==> src/rtl/alu_pkg.sv <==
package alu_pkg;

    typedef enum logic [1:0] {
        OP_AND = 2'b00,
        OP_OR  = 2'b01,
        OP_INV = 2'b10,
        OP_ADD = 2'b11
    } alu_op_e;

    typedef struct packed {
        logic use_and;
        logic use_or;
        logic use_inv;
        logic use_add;
    } op_enables_t;

    localparam int unsigned NUM_OPS = 4;

endpackage

==> src/rtl/alu_op_decoder.sv <==
module alu_op_decoder
    import alu_pkg::*;
(
    input  logic [1:0]  op_code,
    output op_enables_t enables
);

    alu_op_e op_q;

    always_comb begin
        op_q    = alu_op_e'(op_code);
        enables = '0;
        unique case (op_q)
            OP_AND:  enables.use_and = 1'b1;
            OP_OR:   enables.use_or  = 1'b1;
            OP_INV:  enables.use_inv = 1'b1;
            OP_ADD:  enables.use_add = 1'b1;
            default: enables = '0;
        endcase
    end

    always_comb begin

        onehot_enable_chk: assert ($countones(enables) == 1)
            else $error("decoder enables not one-hot: %b", enables);
    end

endmodule

==> src/rtl/alu_bit_cell.sv <==
module alu_bit_cell
    import alu_pkg::*;
(
    input  logic [1:0] op_code,
    input  logic       a_bit,
    input  logic       b_bit,
    input  logic       c_in,
    output logic       r_bit,
    output logic       c_out
);

    op_enables_t en;
    logic        half_sum;
    logic        full_sum;
    logic        carry_gen;

    alu_op_decoder i_dec (
        .op_code (op_code),
        .enables (en)
    );

    always_comb begin
        half_sum  = a_bit ^ b_bit;
        full_sum  = half_sum ^ c_in;
        carry_gen = (a_bit & b_bit) | (c_in & half_sum);
    end

    always_comb begin
        r_bit = (en.use_and & (a_bit & b_bit))
              | (en.use_or  & (a_bit | b_bit))
              | (en.use_inv & ~b_bit)
              | (en.use_add & full_sum);
        c_out = en.use_add & carry_gen;
    end

    always_comb begin

        cell_logic_carry_chk: assert (en.use_add || !c_out)
            else $error("cell raised carry under logic op");

        cell_inv_chk: assert (!en.use_inv || (r_bit == !b_bit))
            else $error("cell inverse mismatch");
    end

endmodule

==> src/rtl/alu_slice_chain.sv <==
module alu_slice_chain
    import alu_pkg::*;
#(
    parameter int unsigned WIDTH = 8
) (
    input  logic [WIDTH-1:0] a_opnd,
    input  logic [WIDTH-1:0] b_opnd,
    input  logic [1:0]       fn_sel,
    input  logic             carry_in,
    output logic [WIDTH-1:0] result,
    output logic             carry_out
);

    localparam int unsigned CHAIN_LEN = WIDTH + 1;

    logic [CHAIN_LEN-1:0] carry_chain;

    assign carry_chain[0] = carry_in;

    for (genvar gi = 0; gi < WIDTH; gi++) begin : g_cell
        alu_bit_cell i_cell (
            .op_code (fn_sel),
            .a_bit   (a_opnd[gi]),
            .b_bit   (b_opnd[gi]),
            .c_in    (carry_chain[gi]),
            .r_bit   (result[gi]),
            .c_out   (carry_chain[gi+1])
        );
    end

    assign carry_out = carry_chain[WIDTH];

    logic [WIDTH:0] ref_sum;

    always_comb begin
        ref_sum = {1'b0, a_opnd} + {1'b0, b_opnd} + {{WIDTH{1'b0}}, carry_in};

        add_sum_chk: assert ((fn_sel != OP_ADD) || ({carry_out, result} == ref_sum))
            else $error("ripple sum mismatch");

        logic_cout_chk: assert ((fn_sel == OP_ADD) || !carry_out)
            else $error("carry out set under logic op");
    end

endmodule

==> config.mk <==
export PLATFORM = sky130hd
export DESIGN_NAME = alu_slice_chain
export DESIGN_NICKNAME = d
export VERILOG_FILES = /design/src/rtl/alu_pkg.sv /design/src/rtl/alu_op_decoder.sv /design/src/rtl/alu_bit_cell.sv /design/src/rtl/alu_slice_chain.sv
export SDC_FILE = /design/constraint.sdc
export NUM_CORES = 1
export LEC_CHECK = 0
export BUFFER_PORTS_ARGS = -buffer_cell sky130_fd_sc_hd__buf_4
export CAP_MARGIN = 20
export CORE_UTILIZATION = 45
export DETAILED_ROUTE_END_ITERATION = 10
export GPL_TIMING_DRIVEN = 1
export PLACE_DENSITY = 0.77
export SLEW_MARGIN = 40
export SYNTH_ARGS = -nofsm -noshare
export SYNTH_HDL_FRONTEND = slang
export SYNTH_SLANG_ARGS = --single-unit
==> constraint.sdc <==
create_clock -name vclk -period 21.9
set_clock_uncertainty 0.05 [all_clocks]
set_input_delay 6.57 -clock vclk [all_inputs]
set_output_delay 6.57 -clock vclk [all_outputs]
set_load 0.01 [all_outputs]
### Yosys cells after proc, flatten, opt, wreduce, memory -nomap -nowiden

Index checks and enable logic that the tools add are counted.

* output and inout bits: 9
* input port bits: 19
* word-level logic and storage cells: 128
* bits in registers: 0

* multiplexer cells: 4
* bitwise operators: 120
* reduce and logical (&&, ||, !) cells: 1
* equal/unequal tests: 3

Operators with widths (count)
* $and 1x1->1: 56
* $or 1x1->1: 40
* $xor 1x1->1: 16
* $not 1->1: 8
* $eq 2x2->1 const B: 2
* $mux 1: 4
* $eq 2x1->1 const B: 1
* $logic_not 2->1: 1

### Longest topological paths before layout

* depth in word-level cells: 25
* mapped depth: 18
* depth with buffers taken out: 17

### Cells and area by module

Synthesis repeated with hierarchy kept, for this count alone.

* cells, all modules: 120
* area total of the unflattened synthesis: 940.9 um^2

By module, submodules not included
* alu_bit_cell: sequential area each 0.0 um^2, cells an instance 11, area each 91.3 um^2, instances 8
* alu_op_decoder: sequential area each 0.0 um^2, cells an instance 4, area each 26.3 um^2, instances 8

### Worst setup path after synthesis

Ideal clock, no wire load.

* kind: input port to output port
* from: in fn_sel[0]
* to: out result[7]
* stages on the path: 18
* path slack: 3531 ps
* path buffers: 2
* data required time: 15280 ps
* arrival: 11749 ps
* path through: buf_6 > nand3_1 > fa_1 > or2_2 > fa_1 > or2_2 > fa_1 > or2_2 > fa_1 > or2_2 > fa_1 > or2_2 > fa_1 > or2_2 > fa_1 > inv_1 > mux4_2 > buf_4

* word-level cells in the longest chain between the ends: 24
* elaborated cells between the ends (all ways): 35
* classes of those cells: eq/ne: 3; mux: 4; bitwise: 27; reduce/logical: 1

RTL lines
* from (decl): RTL line alu_slice_chain.sv:8 `input logic [1:0] fn_sel,`
* $eq 2x2->1: RTL line alu_op_decoder.sv:13 `unique case (op_q)`
* $mux 1: RTL line alu_op_decoder.sv:13
* $and 1x1->1: RTL line alu_bit_cell.sv:33 `c_out = en.use_add & carry_gen;`
* $and 1x1->1: RTL line alu_bit_cell.sv:25 `carry_gen = (a_bit & b_bit) | (c_in & half_sum);`
* $or 1x1->1: RTL line alu_bit_cell.sv:25
* $and 1x1->1: RTL line alu_bit_cell.sv:33
* $and 1x1->1: RTL line alu_bit_cell.sv:25
* $or 1x1->1: RTL line alu_bit_cell.sv:25
* [8 not listed]
* $or 1x1->1: RTL line alu_bit_cell.sv:25
* $and 1x1->1: RTL line alu_bit_cell.sv:33
* $and 1x1->1: RTL line alu_bit_cell.sv:25
* $or 1x1->1: RTL line alu_bit_cell.sv:25
* $and 1x1->1: RTL line alu_bit_cell.sv:33
* $xor 1x1->1: RTL line alu_bit_cell.sv:24 `full_sum = half_sum ^ c_in;`
* $and 1x1->1: RTL line alu_bit_cell.sv:32 `| (en.use_add & full_sum);`
* $or 1x1->1 (*): RTL line alu_bit_cell.sv:32
* to (decl): RTL line alu_slice_chain.sv:10 `output logic [WIDTH-1:0] result,`

Mark *: on every way between the ends. The rest lies on a longest branch, timed or not.

### Final worst setup path

* from: in a_opnd[0]
* to: out result[7]

* word-level cells in the longest chain between the ends: 25
* elaborated cells between the ends (all ways): 26
* classes of those cells: bitwise: 26

RTL lines
* from (decl): RTL line alu_slice_chain.sv:6 `input logic [WIDTH-1:0] a_opnd,`
* $xor 1x1->1: RTL line alu_bit_cell.sv:23 `half_sum = a_bit ^ b_bit;`
* $and 1x1->1: RTL line alu_bit_cell.sv:25
* $or 1x1->1 (*): RTL line alu_bit_cell.sv:25
* $and 1x1->1 (*): RTL line alu_bit_cell.sv:33
* $and 1x1->1 (*): RTL line alu_bit_cell.sv:25
* $or 1x1->1 (*): RTL line alu_bit_cell.sv:25
* $and 1x1->1 (*): RTL line alu_bit_cell.sv:33
* $and 1x1->1 (*): RTL line alu_bit_cell.sv:25
* [9 not listed]
* $or 1x1->1 (*): RTL line alu_bit_cell.sv:25
* $and 1x1->1 (*): RTL line alu_bit_cell.sv:33
* $and 1x1->1 (*): RTL line alu_bit_cell.sv:25
* $or 1x1->1 (*): RTL line alu_bit_cell.sv:25
* $and 1x1->1 (*): RTL line alu_bit_cell.sv:33
* $xor 1x1->1 (*): RTL line alu_bit_cell.sv:24
* $and 1x1->1 (*): RTL line alu_bit_cell.sv:32
* $or 1x1->1 (*): RTL line alu_bit_cell.sv:32

Marks and branches as above.

==> flow_metrics.tcl <==
set metrics [dict create \
    status "complete, but fails checks" \
    violations "design-rule violations" \
    final-seq-area_sq_um 0 \
    grt_overflow 0 \
    largest_family_of_logic_cells_by_synthesized_area "adder cells" \
    die_width_um 43.89 \
    number_of_flip_flops_and_latches 0 \
    synth_warnings 0 \
    critical_path_start_end_classification "in -> out" \
    insertedDiodeCount 0 \
    drcViolationCount 2 \
    synth-xor-area-share_pct 0 \
    post_route_cells_drive_above_1_share_pct 42.00 \
    n_clock_buffer 0 \
    worstHoldPathCells 3 \
    place_hpwl_mm 1.068 \
    grt_max_degree 11 \
    drtIter0Drc 2 \
    wl_per_cell_um 10.10 \
    static-leakage-power_nw 0.5198 \
    required_ns 15.28 \
    dieArea_sq_mm 0.001926 \
    antenna_found_initial 0 \
    synthDistinctLibCells 10 \
    io_buffers 28 \
    layout.filler_cells 137 \
    max-slew-margin-rel_pct 88.86 \
    post-route-min-period_ns 18.59 \
    core.rowCount 14 \
    first_pass_iters 6 \
    starting_density_pct 50.08 \
    num-nets-final 145 \
    report.final.hold_viol_count 0 \
    cts_resized 0 \
    p_per_area_mw_per_mm2 17.48 \
    timing.critical_path.from_type "input port" \
    fmax_mhz 53.78 \
    fp.dieH_um 43.89 \
    worst_pin_slew_ns 0.1667 \
    grt_pass1_vias 539 \
    fin_ws_ns 3.305 \
    synth-simple-area-share_pct 6.339 \
    postSynthAreaPerCell_sq_um 9.628 \
    cts.repair_timing.setup_buffer_count 0 \
    cap_violations 0 \
    synthCells 82 \
    avgViaCountPerCell 4.672 \
    synth_sequential_area_ratio_pct 0 \
    routed-via-count 542 \
    synthesis.area_sq_um 789.5 \
    finalCritPeriodShare_pct 84.91 \
    worstSetupEndpointType "output port" \
    finalWeightedCongestion 0.7545 \
    yosys.area_share.adder_pct 45.64 \
    timing_max_transition_violations_final 0 \
    setup_tns_ns 0 \
    synth_fp_nets 125 \
    pin_count 28 \
    synth_compound_area_share_pct 0 \
    setup_viol_count_final 0 \
    rsz0062_at_grt "false" \
    crit_fanout 3 \
    worstPathArrival_ns 11.97 \
    detail-route-antenna-nets 0 \
    worst_ir_drop_vdd_mv 0.007337 \
    routed_wirelength_mm 1.172 \
    classification_of_the_worst_slack_hold_path "in -> out" \
    first_pass_grt_wire_length_mm 2.001 \
    setup_slack_placement_ns 3.279 \
    synthMuxAreaShare_pct 22.82 \
    area_growth_syn_to_layout_pct 18.70 \
    cts_hold_repair.buffers 0 \
    track_usage_pct 13.08 \
    floorplan.core_area_sq_mm 0.001577 \
]
## cell usage after synthesis
library cell	number	area, sq um
sky130_fd_sc_hd__buf_4	8	60.06
sky130_fd_sc_hd__buf_6	2	22.52
sky130_fd_sc_hd__fa_1	8	160.2
sky130_fd_sc_hd__ha_1	16	200.2
sky130_fd_sc_hd__inv_1	31	116.4
sky130_fd_sc_hd__mux4_2	8	180.2
sky130_fd_sc_hd__nand2_1	1	3.750
sky130_fd_sc_hd__nand3_1	1	5.000
sky130_fd_sc_hd__nor2_1	1	3.750
sky130_fd_sc_hd__or2_2	6	37.54
## final cells by class
type / count / area, sq um / share of cell area (%)
Inverter: 31 / 116.4 / 12.42
Multi-Input combinational cell: 41 / 590.6 / 63.02
Timing Repair Buffer: 28 / 210.2 / 22.43
Tap cell: 16 / 20.02 / 2.136
## cell families (layout without fill, tap and decap cells)
group | after synthesis | count (layout)
fa+ha+maj | 24 | 24
buf+inv | 41 | 59
mux | 8 | 8
simple gates | 9 | 9
## path summary, 6_finish.rpt
check,from,end,slack [ns]
max,a_opnd[0],result[7],3.31
min,fn_sel[1],result[3],13.58
## placed cells by master (no fill, tap or decap)
cell type                  n
sky130_fd_sc_hd__buf_4    28
sky130_fd_sc_hd__fa_1      8
sky130_fd_sc_hd__ha_1     16
sky130_fd_sc_hd__inv_1    31
sky130_fd_sc_hd__mux4_2    8
sky130_fd_sc_hd__nand2_1   1
sky130_fd_sc_hd__nand3_1   1
sky130_fd_sc_hd__nor2_1    1
sky130_fd_sc_hd__or2_2     6
## power by group
group	leakage, nW	switching (mW)	internal [mW]
combinational	0.520	0.00717	0.00921
sequential	0	0	0
clock	0	0	0
total	0.520	0.00717	0.00921
## critical path, cell delays in order
cell                      delay, ns
sky130_fd_sc_hd__buf_4         0.10
sky130_fd_sc_hd__fa_1          0.17
sky130_fd_sc_hd__nand3_1       0.08
sky130_fd_sc_hd__fa_1          0.36
sky130_fd_sc_hd__or2_2         0.31
sky130_fd_sc_hd__fa_1          0.35
sky130_fd_sc_hd__or2_2         0.31
sky130_fd_sc_hd__fa_1          0.35
sky130_fd_sc_hd__or2_2         0.31
sky130_fd_sc_hd__fa_1          0.35
sky130_fd_sc_hd__or2_2         0.31
sky130_fd_sc_hd__fa_1          0.35
sky130_fd_sc_hd__or2_2         0.31
sky130_fd_sc_hd__fa_1          0.35
sky130_fd_sc_hd__or2_2         0.31
sky130_fd_sc_hd__fa_1          0.48
sky130_fd_sc_hd__inv_1         0.03
sky130_fd_sc_hd__mux4_2        0.44
sky130_fd_sc_hd__buf_4         0.16
## layer usage
| layer | up-vias | global-route usage, % | part of all wire [%] |
|---|---|---|---|
| met4 | 0 | 0 | 0 |
| met5 | - | 0 | 0 |
| li1 | 267 | - | - |
| met2 | 11 | 29.25 | 59 |
| met1 | 264 | 13.98 | 37 |
| met3 | 0 | 0 | 4.1 |
## per-stage QoR
step,util (%),std cells,cell area [sq um],total power [mW],hold WS [ns]
6_report,59.44,116,937.1,0.01638,13.58
5_1_grt,59.44,116,937.1,0.01834,13.60
4_1_cts,59.44,116,937.1,0.01669,13.58
3_5_place_dp,59.44,116,937.1,0.01665,13.58
3_3_place_gp,59.44,116,937.1,0.01599,13.58
2_1_floorplan,-,82,789.5,0.01208,13.39
Note: power is estimated with default switching activity, not from simulation.
